--- src/rtl/dma_chain_pkg.sv ---
package dma_chain_pkg;

    typedef enum logic [2:0] {
        ST_IDLE    = 3'd0,
        ST_REQ     = 3'd1,
        ST_ACCESS  = 3'd2,
        ST_DUMMY   = 3'd3,
        ST_RELEASE = 3'd4
    } chain_state_e;

endpackage

--- src/rtl/dma_count_clip.sv ---
module dma_count_clip #(
    parameter int IN_W      = 4,
    parameter int MAX_WORDS = 5,
    parameter int CNT_W     = 3
) (
    input  logic [IN_W-1:0]  words_i,
    output logic             zero_o,
    output logic             clipped_o,
    output logic [CNT_W-1:0] words_o
);

    localparam logic [IN_W-1:0]  MAX_IN  = IN_W'(MAX_WORDS);
    localparam logic [CNT_W-1:0] MAX_CNT = CNT_W'(MAX_WORDS);

    always_comb begin
        zero_o    = (words_i == '0);
        clipped_o = (words_i > MAX_IN);
        words_o   = clipped_o ? MAX_CNT : CNT_W'(words_i);
    end

endmodule

--- src/rtl/dma_word_timer.sv ---
module dma_word_timer #(
    parameter int CNT_W = 3
) (
    input  logic             clk,
    input  logic             rst_n,
    input  logic             load_i,
    input  logic [CNT_W-1:0] load_val_i,
    input  logic             step_i,
    output logic             last_o
);

    logic [CNT_W-1:0] rem_d, rem_q;

    always_comb begin
        rem_d = rem_q;
        if (load_i) begin
            rem_d = load_val_i;
        end else if (step_i && rem_q != '0) begin
            rem_d = rem_q - CNT_W'(1);
        end
    end

    always_ff @(posedge clk or negedge rst_n) begin
        if (!rst_n) begin
            rem_q <= '0;
        end else begin
            rem_q <= rem_d;
        end
    end

    assign last_o = (rem_q == CNT_W'(1));

endmodule

--- src/rtl/dma_grant_pass.sv ---
module dma_grant_pass (
    input  logic grant_n_i,
    input  logic idle_i,
    output logic grant_out_n_o
);

    always_comb begin
        grant_out_n_o = grant_n_i | ~idle_i;
    end

endmodule

--- src/rtl/dma_chain_ctrl.sv ---
module dma_chain_ctrl #(
    parameter int IN_W      = 4,
    parameter int MAX_WORDS = 5
) (
    input  logic            clk,
    input  logic            rst_n,
    input  logic            half_en_i,
    input  logic            need_i,
    input  logic [IN_W-1:0] words_i,
    input  logic            grant_n_i,
    output logic            req_n_o,
    output logic            grant_out_n_o,
    output logic            ack_n_o,
    output logic            tsctl_n_o,
    output logic            burst_o,
    output logic            clip_err_o
);
    import dma_chain_pkg::*;

    localparam int CNT_W = $clog2(MAX_WORDS + 1);

    typedef struct packed {
        chain_state_e     state;
        logic [CNT_W-1:0] words;
        logic             burst;
        logic             clip;
    } ctrl_regs_t;

    ctrl_regs_t r_d, r_q;

    logic             cnt_zero;
    logic             cnt_clipped;
    logic [CNT_W-1:0] cnt_words;
    logic             timer_load;
    logic             timer_step;
    logic             timer_last;
    logic             owning;

    dma_count_clip #(
        .IN_W      (IN_W),
        .MAX_WORDS (MAX_WORDS),
        .CNT_W     (CNT_W)
    ) u_clip (
        .words_i   (words_i),
        .zero_o    (cnt_zero),
        .clipped_o (cnt_clipped),
        .words_o   (cnt_words)
    );

    assign timer_load = half_en_i && (r_q.state == ST_REQ) && !grant_n_i;
    assign timer_step = half_en_i && (r_q.state == ST_ACCESS);

    dma_word_timer #(
        .CNT_W (CNT_W)
    ) u_timer (
        .clk        (clk),
        .rst_n      (rst_n),
        .load_i     (timer_load),
        .load_val_i (r_q.words),
        .step_i     (timer_step),
        .last_o     (timer_last)
    );

    dma_grant_pass u_pass (
        .grant_n_i     (grant_n_i),
        .idle_i        (r_q.state == ST_IDLE),
        .grant_out_n_o (grant_out_n_o)
    );

    always_comb begin
        r_d = r_q;
        if (half_en_i) begin
            r_d.clip = 1'b0;
            unique case (r_q.state)
                ST_IDLE: begin
                    if (need_i && !cnt_zero) begin
                        r_d.state = ST_REQ;
                        r_d.words = cnt_words;
                        r_d.burst = (cnt_words >= CNT_W'(2));
                        r_d.clip  = cnt_clipped;
                    end
                end
                ST_REQ: begin
                    if (!grant_n_i) begin
                        r_d.state = ST_ACCESS;
                    end
                end
                ST_ACCESS: begin
                    if (timer_last) begin
                        r_d.state = r_q.burst ? ST_DUMMY : ST_RELEASE;
                    end
                end
                ST_DUMMY: begin
                    r_d.state = ST_RELEASE;
                end
                ST_RELEASE: begin
                    r_d.state = ST_IDLE;
                end
                default: begin
                    r_d.state = ST_IDLE;
                end
            endcase
        end
    end

    always_ff @(posedge clk or negedge rst_n) begin
        if (!rst_n) begin
            r_q <= '{state: ST_IDLE, words: '0, burst: 1'b0, clip: 1'b0};
        end else begin
            r_q <= r_d;
        end
    end

    assign owning     = (r_q.state == ST_ACCESS) || (r_q.state == ST_DUMMY);
    assign req_n_o    = (r_q.state != ST_REQ);
    assign ack_n_o    = ~owning;
    assign tsctl_n_o  = ~owning;
    assign burst_o    = owning && r_q.burst;
    assign clip_err_o = r_q.clip;

endmodule

--- config.mk ---
export PLATFORM = sky130hd
export DESIGN_NAME = dma_chain_ctrl
export DESIGN_NICKNAME = d
export VERILOG_FILES = /design/src/rtl/dma_chain_pkg.sv /design/src/rtl/dma_count_clip.sv /design/src/rtl/dma_word_timer.sv /design/src/rtl/dma_grant_pass.sv /design/src/rtl/dma_chain_ctrl.sv
export SDC_FILE = /design/constraint.sdc
export NUM_CORES = 1
export LEC_CHECK = 0
export CAP_MARGIN = 20
export CORE_MARGIN = 2
export CORE_UTILIZATION = 50
export CTS_BUF_LIST = sky130_fd_sc_hd__clkbuf_8
export DETAILED_ROUTE_END_ITERATION = 7
export GPL_ROUTABILITY_DRIVEN = 1
export PLACE_DENSITY = 0.77
export SLEW_MARGIN = 0
export SYNTH_ARGS = -nofsm -noshare
export SYNTH_HDL_FRONTEND = slang
export SYNTH_SLANG_ARGS = --single-unit
--- constraint.sdc ---
create_clock -name clk -period 2 [get_ports clk]
set_clock_uncertainty 0.2 [all_clocks]
set_input_delay 0.6 -clock clk [delete_from_list [all_inputs] [get_ports clk]]
set_output_delay 0.6 -clock clk [all_outputs]
set_load 0.01 [all_outputs]
### Word level (Yosys, flattened, before mapping)

Index checks and enable logic that the tools add are counted.

* muxes and demuxes: 9
* $lt $le $gt $ge: 2
* bitwise logic cells: 3
* reduce and logical (&&, ||, !) cells: 15
* add/sub/neg operators: 1
* equality and inequality tests: 8

Operator list (number)
* $mux 3: 6
* $pmux 3 s4: 1
* $mux 8: 1
* $eq 3x1->1 const B: 2
* $eq 3x2->1 const B: 2
* $logic_and 1x1->1: 6
* $ne 2x2->1 const B: 3
* $gt 4x3->1 const B: 1
* $logic_not 4->1: 1
* $reduce_and 4->1: 1
* $ge 3x2->1 const B: 1
* $logic_not 3->1: 1
* $ne 3x1->1 const B: 1
* $reduce_and 3->1: 1
* $reduce_bool 3->1: 1
* $sub 3x1->3 const B: 1
* $logic_not 1->1: 2
* $not 1->1: 2
* $reduce_bool 2->1: 1
* $logic_or 1x1->1: 1
* $mux 1: 1
* $or 1x1->1: 1

* input bits: 9
* bits in registers: 11
* logic and storage cells: 43
* output and inout port bits: 6

### Logic depth before layout (Yosys ltp)

* word-level depth: 5
* depth in mapped cells: 6
* mapped depth without buffers: 6

### Modules after synthesis

From an unflattened synthesis, not the netlist that was laid out.

* cell total of the unflattened synthesis: 69
* area total of the unflattened synthesis: 691.9 um^2

By module, submodules not included
* dma_chain_ctrl: area each 420.4 um^2, sequential area each 200.2 um^2, cells each 39, instances 1
* dma_word_timer: area each 221.5 um^2, sequential area each 75.1 um^2, cells each 24, instances 1
* dma_count_clip: area each 43.8 um^2, sequential area each 0.0 um^2, cells each 5, instances 1
* dma_grant_pass: area each 6.3 um^2, sequential area each 0.0 um^2, cells each 1, instances 1

### Least setup slack after synthesis

Ideal clock, no wire load.

* path kind: input -> register
* from: in words_i[1]
* to: reg r_q[7] (netlist bit)
* path buffers: 0
* setup time: 125 ps
* stages on the path: 4
* arrival time: 1585 ps
* required time: 1675 ps
* setup slack: 90 ps
* cell sequence: or3_4 > o21ai_0 > a21o_1 > mux2_4

* word-level cells in the longest chain between the ends: 5

Ends and longest elaborated chain
* from (decl): RTL line dma_chain_ctrl.sv:9 `input logic [IN_W-1:0] words_i,`
* $logic_not 4->1: RTL line dma_count_clip.sv:16 `zero_o = (words_i == '0);`
* $logic_not 1->1: RTL line dma_chain_ctrl.sv:76 `if (need_i && !cnt_zero) begin`
* $logic_and 1x1->1: RTL line dma_chain_ctrl.sv:76
* $ne 2x2->1 (no line)
* $reduce_and 4->1 (no line)
* to (signal assigned): RTL line dma_chain_ctrl.sv:108 `r_q <= '{state: ST_IDLE, words: '0, burst: 1'b0, clip: 1'b0};`
* to (signal assigned): RTL line dma_chain_ctrl.sv:110 `r_q <= r_d;`
* to (decl): RTL line dma_chain_ctrl.sv:29 `ctrl_regs_t r_d, r_q;`

Every way passes these cells.
A chain may end at the register's enable or synchronous reset.

### Worst setup path after layout

* from: in words_i[3]
* to: reg r_q[7] (netlist bit)

The elaborated chain is that of the path after synthesis.

==> out/results.ini <==
[synthesis]
synthTopCellsByArea=dfrtp_1 41%, ha_1 5.6%, o21ai_0 5.2%, nand2b_1 4.7%, nand2_1 4.5%
yosys-top-cells-count=11 x dfrtp_1, 8 x nand2_1, 7 x o21ai_0
ys_async_sr_fraction_pct=100.0
yosys.cell_count.top_type=dfrtp_1
synth-seq-cells=11
ys_warn_count=0
synth_top_cell_area_share_pct=41.04
syn_nets=83
synth_cell_type_count=29
synth-main-ff-cell=dfrtp_1
syn_area_sq_um=670.6
synth_area_per_cell_sq_um=9.446
synth_edf_count=0
yosysSeqAreaShare_pct=41.04
synthCells=71
yosysTopAreaCell=dfrtp_1

[sta]
whs_ps=297.0
finalSetupViolCount=0
period_minus_slack_ps=1998
hold_viol=0
slew_headroom_pct=66.28
layout_setup_ws_ps=2.394
tightest_slew_ps=504.3
fmax_mhz=500.6
timing.final.crit_share_pct=99.88
rsz0062_at_grt=true
report.final.slew_viol_count=0

[clock_tree]
insertion_delay_ps=230
cts_buffer_depth=2
path_clk_slew_ps=50
cts_buffers=3
cts_root_buf=clkbuf_8
cts_htree_levels=1
cts_tree=yes
cts_sinks=11

[die]
die_h_um=40.63
dieArea_sq_um=1650
ios=15
die_w_um=40.63
row_count=13
initial_core_util_pct=52.86
coreArea_sq_um=1269

[drt]
routed_wl_um=1880
num_vias=667
firstDrtPassIters=5
wl_per_cell_um=15.04
final_antenna_net_count=0
drtIter0Drc=16
via_per_inst=5.336
drt_drc_violations_left=0

[placement]
hpwl_um=1374
io_buffers=14
gp_congestion=0.8064
placed_cell_area_sq_um=964.7
dp_cells=118
pre_cts_ws_ps=-503.2

[grt]
antenna_found_initial=0
grt_max_degree=12
met1_usage_pct=30.48
use_met3_pct=3.261
grt_pass1_wl_um=2835
grt-busiest-layer=met2
met2_usage_pct=50.00
grt_overflow_total=0
first_global_vias=664
grtUsageTotal_pct=27.18

[setup_path]
cp_max_fo=3
critPathMaxStageDelay_ps=410
crit_start=words_i[3]
crit_path_start_kind=input pin
crit_arrival_ps=1910
end_kind=flip-flop
crit_type=in -> reg
crit_chain=clkdlybuf4s15_1 > or3_4 > o21ai_2 > a21o_1 > buf_6 > mux2_4
reg2reg_slack_ps=40
path_delay_family=simple AND/OR/NAND/NOR gates
regToRegStartpoint=r_q[5]$_DFFE_PN0P_
slowest_stage=or3_4
cp.required_ps=1910
path_buf_inv=2

[finish]
drive_gt1_share_pct=38.18
fin_nets=123
final_cells=125
n_antenna_cell=0
fin_util_pct=83.83
syn_to_final_growth_pct=58.58
fillers=72
fin_area_sq_um=1064

[power]
power_density_nw_per_um2=1406
power_leakage_nw=0.5116
ir_drop_v=0.001124

[flow_run]
drv_cap=0

[run_status]
status=completed

[min_path]
hp-class=reg -> reg
hold_start=r_q[2]$_DFFE_PN0P_

-- path summary, 6_finish.rpt --
path,cells past startpoint,endpoint
min in group asynchronous,1,r_q[2]$_DFFE_PN0P_
hold reg to reg,2,u_timer.rem_q[0]$_DFFE_PN0P_
hold / removal,2,u_timer.rem_q[0]$_DFFE_PN0P_
setup / recovery,6,r_q[7]$_DFFE_PN0P_
max in group asynchronous,1,r_q[7]$_DFFE_PN0P_
setup reg to reg,6,r_q[7]$_DFFE_PN0P_
-- state kept, by name (all words and copies together) (netlist names) --
| name | flops |
|---|---|
| clip_err_o | 1 |
| r_q | 7 |
| u_timer.rem_q | 3 |
-- power breakdown --
part,switching [W],internal [W],total (W)
registers,0.000102,0.000327,0.000428
logic,0.000388,0.000468,0.000856
clock network,0.0000767,0.000134,0.000211
total,0.000566,0.000929,0.00150
-- timing repair --
item,CTS,global route
hold buffers,0,0
hold endpoints to repair,0,0
gates resized for setup,23,12
pin swaps,3,4
setup buffers,3,0
gates cloned,0,0
setup endpoints to repair,13,11
-- per-stage QoR --
stage | setup TNS [ps] | total power, W
2_1_floorplan | 0 | 0.0007942
3_3_place_gp | -3259 | 0.001125
3_5_place_dp | -4012 | 0.001180
4_1_cts | -4.118 | 0.001453
5_1_grt | -38.82 | 0.001592
6_report | 0 | 0.001495
-- final cells by class --
type	instances	area, sq um	share of cell area, %
clock buffers	3	41.29	3.882
clock inverters	1	3.754	0.3529
inverters	5	18.77	1.765
repair buffers	36	305.3	28.71
flip-flops and latches	11	276.5	26.00
multi-input cells	54	399.1	37.53
well taps	15	18.77	1.765
-- cell families after synthesis --
family / share of synthesized area (%)
AND/OR/NAND/NOR: 24.63
AO/OA/AOI/OAI: 18.29
flip-flops: 41.04
buffers and inverters: 3.919
adder cells (fa/ha/maj): 5.598
XOR/XNOR: 2.612
multiplexers: 3.917
-- metal layers --
layer,part of all wire (%),wire length [um]
met4,2.0,38
met3,5.1,96
met5,0,0
met1,39,734
met2,54,1010
-- cells in the final DEF, fill, tap and decap left out, drive strengths merged --
| cell | n |
|---|---|
| a211oi | 1 |
| a21boi | 1 |
| a21o | 1 |
| a21oi | 4 |
| and2b | 2 |
| buf | 25 |
| clkbuf | 3 |
| clkdlybuf4s15 | 3 |
| clkdlybuf4s50 | 3 |
| dfrtp | 11 |
| dlygate4sd2 | 3 |
| dlymetal6s2s | 2 |
| ha | 3 |
| inv | 6 |
| mux2 | 2 |
| nand2 | 8 |
| nand2b | 5 |
| nand3 | 1 |
| nand4 | 1 |
| nand4bb | 1 |
| nor2 | 5 |
| nor2b | 2 |
| nor3 | 1 |
| nor3b | 1 |
| o2111ai | 1 |
| o21ai | 7 |
| o22ai | 1 |
| o311ai | 1 |
| o31ai | 1 |
| or2 | 1 |
| or3 | 1 |
| xnor2 | 1 |
| xor2 | 1 |
-- worst reg2reg max path: stages (launching register included) --
cell and delay (ps):
dfrtp_1 440, buf_4 170, nand2b_1 140, o311ai_2 320
a21o_1 170, buf_6 110, mux2_4 290
Note: power is estimated with default switching activity, not from simulation.
